## config.mk

```make
export PLATFORM = sky130hd
export DESIGN_NAME = jtag_mgmt_tap
export DESIGN_NICKNAME = d
export VERILOG_FILES = /design/src/rtl/jtag_tap_pkg.sv /design/src/rtl/tap_fsm.sv /design/src/rtl/tap_ir.sv /design/src/rtl/tap_dr.sv /design/src/rtl/jtag_mgmt_tap.sv
export SDC_FILE = /design/constraint.sdc
export NUM_CORES = 1
export LEC_CHECK = 0
export ABC_AREA = 1
export ABC_CLOCK_PERIOD_IN_PS = 3700
export CORE_ASPECT_RATIO = 1.1
export CORE_UTILIZATION = 50
export DETAILED_ROUTE_END_ITERATION = 8
export DONT_BUFFER_PORTS = 1
export PLACE_DENSITY = 0.67
export SLEW_MARGIN = 20
export SYNTH_ARGS = -nofsm -noshare
export SYNTH_HDL_FRONTEND = slang
export SYNTH_SLANG_ARGS = --single-unit
```

## constraint.sdc

```tcl
create_clock -name tck -period 3.7 [get_ports tck]
set_input_delay 0.74 -clock tck [delete_from_list [all_inputs] [get_ports tck]]
set_output_delay 0.74 -clock tck [all_outputs]
set_load 0.02 [all_outputs]
```

## src/rtl/jtag_tap_pkg.sv

```systemverilog
package jtag_tap_pkg;

  localparam int IR_W = 5;

  typedef enum logic [3:0] {
    TLR, RTI,
    SEL_DR, CAP_DR, SH_DR, EX1_DR, PAU_DR, EX2_DR, UPD_DR,
    SEL_IR, CAP_IR, SH_IR, EX1_IR, PAU_IR, EX2_IR, UPD_IR
  } tap_state_e;

  typedef enum logic [1:0] {SEL_BYP, SEL_ID, SEL_USER, SEL_MEM} dr_sel_e;

  localparam logic [IR_W-1:0] OP_IDCODE      = 5'h00;
  localparam logic [IR_W-1:0] OP_USER        = 5'h03;
  localparam logic [IR_W-1:0] OP_MEM_ADDR    = 5'h04;
  localparam logic [IR_W-1:0] OP_MEM_RD      = 5'h05;
  localparam logic [IR_W-1:0] OP_MEM_WR      = 5'h06;
  localparam logic [IR_W-1:0] OP_RESTART     = 5'h07;
  localparam logic [IR_W-1:0] OP_FAULT_STORE = 5'h08;
  localparam logic [IR_W-1:0] OP_XPAGE_ON    = 5'h09;
  localparam logic [IR_W-1:0] OP_XPAGE_OFF   = 5'h0A;
  localparam logic [IR_W-1:0] OP_NVPAGE_ON   = 5'h0B;
  localparam logic [IR_W-1:0] OP_NVPAGE_OFF  = 5'h0C;
  localparam logic [IR_W-1:0] OP_BYPASS      = 5'h1F;

  function automatic tap_state_e tap_next(input tap_state_e s, input logic tms);
    tap_state_e n;
    unique case (s)
      TLR:    n = tms ? TLR    : RTI;
      RTI:    n = tms ? SEL_DR : RTI;
      SEL_DR: n = tms ? SEL_IR : CAP_DR;
      CAP_DR: n = tms ? EX1_DR : SH_DR;
      SH_DR:  n = tms ? EX1_DR : SH_DR;
      EX1_DR: n = tms ? UPD_DR : PAU_DR;
      PAU_DR: n = tms ? EX2_DR : PAU_DR;
      EX2_DR: n = tms ? UPD_DR : SH_DR;
      UPD_DR: n = tms ? SEL_DR : RTI;
      SEL_IR: n = tms ? TLR    : CAP_IR;
      CAP_IR: n = tms ? EX1_IR : SH_IR;
      SH_IR:  n = tms ? EX1_IR : SH_IR;
      EX1_IR: n = tms ? UPD_IR : PAU_IR;
      PAU_IR: n = tms ? EX2_IR : PAU_IR;
      EX2_IR: n = tms ? UPD_IR : SH_IR;
      UPD_IR: n = tms ? SEL_DR : RTI;
      default: n = TLR;
    endcase
    return n;
  endfunction

endpackage

```

## src/rtl/tap_fsm.sv

```systemverilog
module tap_fsm
  import jtag_tap_pkg::*;
(
  input  logic       tck,
  input  logic       rst_n,
  input  logic       tms,
  output tap_state_e state
);

  always_ff @(posedge tck or negedge rst_n) begin
    if (!rst_n) state <= TLR;
    else        state <= tap_next(state, tms);
  end

endmodule

```

## src/rtl/tap_ir.sv

```systemverilog
module tap_ir
  import jtag_tap_pkg::*;
#(
  parameter logic [IR_W-1:0] CAP_PAT = 5'b00001
) (
  input  logic            tck,
  input  logic            rst_n,
  input  tap_state_e      state,
  input  logic            tdi,
  output logic [IR_W-1:0] ir_q,
  output logic            ir_lsb,
  output dr_sel_e         dr_sel,
  output logic            sel_addr,
  output logic            sel_rd,
  output logic            sel_wr,
  output logic            xpage_on,
  output logic            nvpage_on,
  output logic            restart_pulse,
  output logic            fault_store_pulse
);

  logic [IR_W-1:0] ir_sr;
  logic            was_idle;
  logic            idle_entry;

  always_ff @(posedge tck or negedge rst_n) begin
    if (!rst_n) begin
      ir_sr     <= '0;
      ir_q      <= OP_IDCODE;
      xpage_on  <= 1'b0;
      nvpage_on <= 1'b0;
      was_idle  <= 1'b0;
    end else begin
      was_idle <= (state == RTI);
      case (state)
        TLR: begin
          ir_q      <= OP_IDCODE;
          xpage_on  <= 1'b0;
          nvpage_on <= 1'b0;
        end
        CAP_IR: ir_sr <= CAP_PAT;
        SH_IR:  ir_sr <= {tdi, ir_sr[IR_W-1:1]};
        UPD_IR: begin
          ir_q <= ir_sr;
          case (ir_sr)
            OP_XPAGE_ON:   xpage_on  <= 1'b1;
            OP_XPAGE_OFF:  xpage_on  <= 1'b0;
            OP_NVPAGE_ON:  nvpage_on <= 1'b1;
            OP_NVPAGE_OFF: nvpage_on <= 1'b0;
            default: ;
          endcase
        end
        default: ;
      endcase
    end
  end

  assign ir_lsb     = ir_sr[0];
  assign idle_entry = (state == RTI) && !was_idle;
  assign restart_pulse     = idle_entry && (ir_q == OP_RESTART);
  assign fault_store_pulse = idle_entry && (ir_q == OP_FAULT_STORE);
  assign sel_addr = (ir_q == OP_MEM_ADDR);
  assign sel_rd   = (ir_q == OP_MEM_RD);
  assign sel_wr   = (ir_q == OP_MEM_WR);

  always_comb begin
    case (ir_q)
      OP_IDCODE:                       dr_sel = SEL_ID;
      OP_USER:                         dr_sel = SEL_USER;
      OP_MEM_ADDR, OP_MEM_RD, OP_MEM_WR: dr_sel = SEL_MEM;
      default:                         dr_sel = SEL_BYP;
    endcase
  end

endmodule

```

## src/rtl/tap_dr.sv

```systemverilog
module tap_dr
  import jtag_tap_pkg::*;
#(
  parameter int              DR_W    = 32,
  parameter int              ADDR_W  = 7,
  parameter int              FW_W    = 8,
  parameter logic [DR_W-1:0] ID_WORD = 32'h0000_1197
) (
  input  logic              tck,
  input  logic              rst_n,
  input  tap_state_e        state,
  input  dr_sel_e           dr_sel,
  input  logic              tdi,
  input  logic [ADDR_W-1:0] slave_addr,
  input  logic [FW_W-1:0]   fw_version,
  output logic              dr_lsb
);

  localparam int UC_PAD = DR_W - ADDR_W - FW_W;

  logic [DR_W-1:0] sr_q;
  logic [DR_W-1:0] user_word;
  logic            byp_q;

  assign user_word = {{UC_PAD{1'b0}}, slave_addr, fw_version};

  always_ff @(posedge tck or negedge rst_n) begin
    if (!rst_n) begin
      sr_q  <= '0;
      byp_q <= 1'b0;
    end else begin
      case (state)
        CAP_DR: begin
          byp_q <= 1'b0;
          sr_q  <= (dr_sel == SEL_USER) ? user_word : ID_WORD;
        end
        SH_DR: begin
          byp_q <= tdi;
          sr_q  <= {tdi, sr_q[DR_W-1:1]};
        end
        default: ;
      endcase
    end
  end

  assign dr_lsb = (dr_sel == SEL_ID || dr_sel == SEL_USER) ? sr_q[0] : byp_q;

endmodule

```

## src/rtl/jtag_mgmt_tap.sv

```systemverilog
module jtag_mgmt_tap
  import jtag_tap_pkg::*;
#(
  parameter bit          HAS_TRST   = 1'b1,
  parameter int          ADDR_W     = 7,
  parameter int          FW_W       = 8,
  parameter logic [3:0]  ID_VERSION = 4'h0,
  parameter logic [15:0] ID_PART    = 16'h0001,
  parameter logic [10:0] ID_MAKER   = 11'b000_1100_1011
) (
  input  logic              tck,
  input  logic              trst_n,
  input  logic              tms,
  input  logic              tdi,
  input  logic [ADDR_W-1:0] slave_addr,
  input  logic [FW_W-1:0]   fw_version,
  input  logic              mem_tdo,
  output logic              tdo,
  output logic              tdo_oe,
  output logic              mem_sel_addr,
  output logic              mem_sel_rd,
  output logic              mem_sel_wr,
  output logic              dr_capture,
  output logic              dr_shift,
  output logic              dr_update,
  output logic              restart_pulse,
  output logic              fault_store_pulse,
  output logic              xpage_on,
  output logic              nvpage_on
);

  localparam int              DR_W    = 32;
  localparam logic [DR_W-1:0] ID_WORD = {ID_VERSION, ID_PART, ID_MAKER, 1'b1};

  logic            rst_n;
  tap_state_e      tap_state;
  logic [IR_W-1:0] cur_ir;
  logic            ir_lsb;
  logic            dr_lsb;
  dr_sel_e         dr_sel;

  generate
    if (HAS_TRST) begin : g_trst
      assign rst_n = trst_n;
    end else begin : g_no_trst
      logic unused_trst;
      assign unused_trst = trst_n;
      assign rst_n = 1'b1;
    end
  endgenerate

  tap_fsm u_fsm (
    .tck   (tck),
    .rst_n (rst_n),
    .tms   (tms),
    .state (tap_state)
  );

  tap_ir u_ir (
    .tck               (tck),
    .rst_n             (rst_n),
    .state             (tap_state),
    .tdi               (tdi),
    .ir_q              (cur_ir),
    .ir_lsb            (ir_lsb),
    .dr_sel            (dr_sel),
    .sel_addr          (mem_sel_addr),
    .sel_rd            (mem_sel_rd),
    .sel_wr            (mem_sel_wr),
    .xpage_on          (xpage_on),
    .nvpage_on         (nvpage_on),
    .restart_pulse     (restart_pulse),
    .fault_store_pulse (fault_store_pulse)
  );

  tap_dr #(
    .DR_W    (DR_W),
    .ADDR_W  (ADDR_W),
    .FW_W    (FW_W),
    .ID_WORD (ID_WORD)
  ) u_dr (
    .tck        (tck),
    .rst_n      (rst_n),
    .state      (tap_state),
    .dr_sel     (dr_sel),
    .tdi        (tdi),
    .slave_addr (slave_addr),
    .fw_version (fw_version),
    .dr_lsb     (dr_lsb)
  );

  assign dr_capture = (tap_state == CAP_DR);
  assign dr_shift   = (tap_state == SH_DR);
  assign dr_update  = (tap_state == UPD_DR);

  always_ff @(negedge tck or negedge rst_n) begin
    if (!rst_n) begin
      tdo    <= 1'b0;
      tdo_oe <= 1'b0;
    end else begin
      tdo_oe <= (tap_state == SH_IR) || (tap_state == SH_DR);
      if (tap_state == SH_IR)      tdo <= ir_lsb;
      else if (tap_state == SH_DR) tdo <= (dr_sel == SEL_MEM) ? mem_tdo : dr_lsb;
    end
  end

endmodule

```

==> metrics <==
Clock Pin Slew Worst Setup and Hold Paths 0.10 ns; RePlAce Congestion 0.844; ANT nets after route 0; worst relative slew slack 55.9%; Slew Viols, Final 0; antenna violations before repair 0; Pleak 1.28 nW; DPL Wire Length 3360 µm; fin util 55.4%; Post-Syn Instances 295; CORE AREA approximately 4700 µm²; Hold Fails Final Rpt 0; WL/cell 13.8 µm; pre-CTS setup slack 0.111 ns; Synth top area share 48.8%; CTS Buf Count 5; commonest non-fill, non-tap cell in the layout nand2_1; fraction of registers with async set/reset 100%; Clock Root Buffer clkbuf_8; H-tree Lvls 2; multi-input combinational cell area 956 µm²; Antenna Cells 0; Critical Path Max Stage Delay 0.38 ns; Required @ worst endpoint 2.01 ns; die height 76.4 µm; vias in the first global route 1900; min-delay worst type in -> async; clock share of power 21.2%; Worst setup SP type flip-flop; design area roughly 2600 µm²; Least-Margin Pin Slew 0.656 ns; CP Max Fanout 5; synth top area cells dfrtp_1, nand2_1, inv_1; register bit total from synthesis 51; Final Setup Violations 0; final wirelength 4840 µm; Post-synth EDFFs 0; Compound-Gate Fraction of Synth Area 12.7%; Mapped Avg Cell Area between 8 and 9 µm²; sequential element share of the synthesized area 50.7%; Detailed Route Iter0 Violations 101; hold_buf cts 0; peak supply drop roughly 0.32 mV; Syn Nets 317; Vias between 1500 and 2000; CP Data Arrival Time 1.83 ns; row count 26; Cell Area, Synth 2510 µm²; clk buf depth 2; number of buffer and inverter stages on the critical path 1; sequential power share 44.8%; CP max-delay cell dfrtp_1; dpl cell area 2510 µm²; Sw Pwr between 700 and 800 µW; synth unique cells 30; internal cell power roughly 1.1 mW; main combinational cell family by area after synthesis simple AND/OR/NAND/NOR gates; pin count of the biggest net entering global routing 52; crit end category flip-flop; Synth Area in Simple Gates between 20% and 30%; Setup Skew 0.00679 ns; Die Area around 5300 µm²; IO Pins 32; Remaining DRCs 0; fin worst setup slack ~0.18 ns; Net Sw Frac 39.5%; share of cells above drive strength 1 between 10 and 15%; WS Path Type reg -> reg; post-synthesis mux area share 0%; first-pass GRT wire length 8630 µm; initial core utilization 53.0%; Post-Synth Adder-Cell Area 0.995%; overall routing resource usage around a fifth; post-synthesis xor/xnor area fraction 0%; clk_lat worst skew 0.30 ns; commonest cells after routing, fill and taps aside nand2_1, dfrtp_1, inv_1; DR vias/cell 5.40; power density over cell area 711 nW/µm²; Register Area approximately 1300 µm²; synth warn 0; NumNets Final between 300 and 400; Yosys top cell by area dfrtp_1; fillers 434; maxcap violations 0; critical-path cell list inv_1 > nand3_1 > o21ai_0 > ha_1 > o211ai_1 > nand3_1 > nand2_1 > nand2_1; CP top delay family compound AO/OA/AOI/OAI gates; grt ovf 0; status complete, no violations; Comb pwr share about 34%; drt pass-1 iters 4; Synth-to-Final Area Change 4.58%; CTS tree done; Die X 69.6 µm; Primary FF master, synth dfrtp_1; PortBufs 0; # clock sinks 51
==> worst paths after layout <==
check	end	slack, ns	from	depth (start not counted)
setup reg to reg	tdo$_DFFE_NN0P_	0.18	u_ir.ir_q[4]$_DFFE_PN0P_	8
max in group asynchronous	tdo$_DFFE_NN0P_	1.73	trst_n	0
hold reg to reg	u_dr.sr_q[7]$_DFFE_PN0P_	0.49	u_dr.sr_q[7]$_DFFE_PN0P_	2
hold / removal	u_ir.nvpage_on$_DFFE_PN0P_	0.12	trst_n	0
setup / recovery	tdo$_DFFE_NN0P_	0.18	u_ir.ir_q[4]$_DFFE_PN0P_	8
min in group tck	u_dr.sr_q[7]$_DFFE_PN0P_	0.49	u_dr.sr_q[7]$_DFFE_PN0P_	2
==> synth_stat cells (all sizes together) (2+ instances only) <==
cell type,count
clkbuf,2
nor3,10
dfrtn,2
nand3b,2
dfrtp,49
nand4,4
nand2,64
o22ai,24
a21oi,3
o21ai,22
ha,2
o211ai,4
nand3,29
nor2,15
inv,54
buf,7
==> area by class of cell <==
| type | count | area share (%) |
|---|---|---|
| Multi-Input combinational cell | 181 | 36.3 |
| Clock inverter | 3 | 1.76 |
| Tap cell | 56 | 2.66 |
| Timing Repair Buffer | 1 | 0.285 |
| Inverter | 54 | 7.80 |
| Sequential cell | 51 | 48.5 |
| Clock buffer | 5 | 2.62 |
==> cell families (layout without fill, tap and decap cells) <==
logic type,count (synthesis),after routing
AO/OA/AOI/OAI,54,54
adder cells (fa/ha/maj),2,2
buffers and inverters,63,63
AND/OR/NAND/NOR,125,125
flip-flops,51,51
==> state kept, by name (all words and copies together) (netlist names) <==
| name | flops |
|---|---|
| u_ir.nvpage_on | 1 |
| u_fsm.state | 4 |
| u_ir.xpage_on | 1 |
| u_ir.ir_sr | 5 |
| u_dr.sr_q | 31 |
| tdo_oe | 1 |
| u_ir.was_idle | 1 |
| tdo | 1 |
| u_ir.ir_q | 5 |
| u_dr.byp_q | 1 |
==> per-layer routing <==
layer / wire, µm / track usage, %
met5: 0 / 0
met4: 21 / 4.20
met3: 169 / 4.63
met2: 2310 / 32.5
met1: 2340 / 27.6
==> repair_timing <==
| item | 4_1_cts | 5_1_grt |
|---|---|---|
| endpoints found under the setup margin | 0 | 1 |
| gates resized for setup | 0 | 2 |
| buffers inserted | 0 | 0 |
==> stage by stage <==
step                      std cells  power [mW]  hold slack [ns]   TNS, ns
after global placement          343        1.47            0.445         0
after floorplan                 295        1.41            0.444         0
final                           351        1.87            0.118         0
after detailed placement        343        1.48            0.445         0
after CTS                       351        1.88            0.105         0
after global routing            351        2.01           0.0982  -0.00719
==> power groups by stage <==
stage	Clock [mW]	Combinational, mW	Sequential, mW
after floorplan	0	0.583	0.823
after global placement	0	0.629	0.844
after detailed placement	0	0.636	0.846
after CTS	0.408	0.640	0.836
after global routing	0.424	0.728	0.859
final	0.397	0.635	0.837
Power figures use the tool's default switching activity.
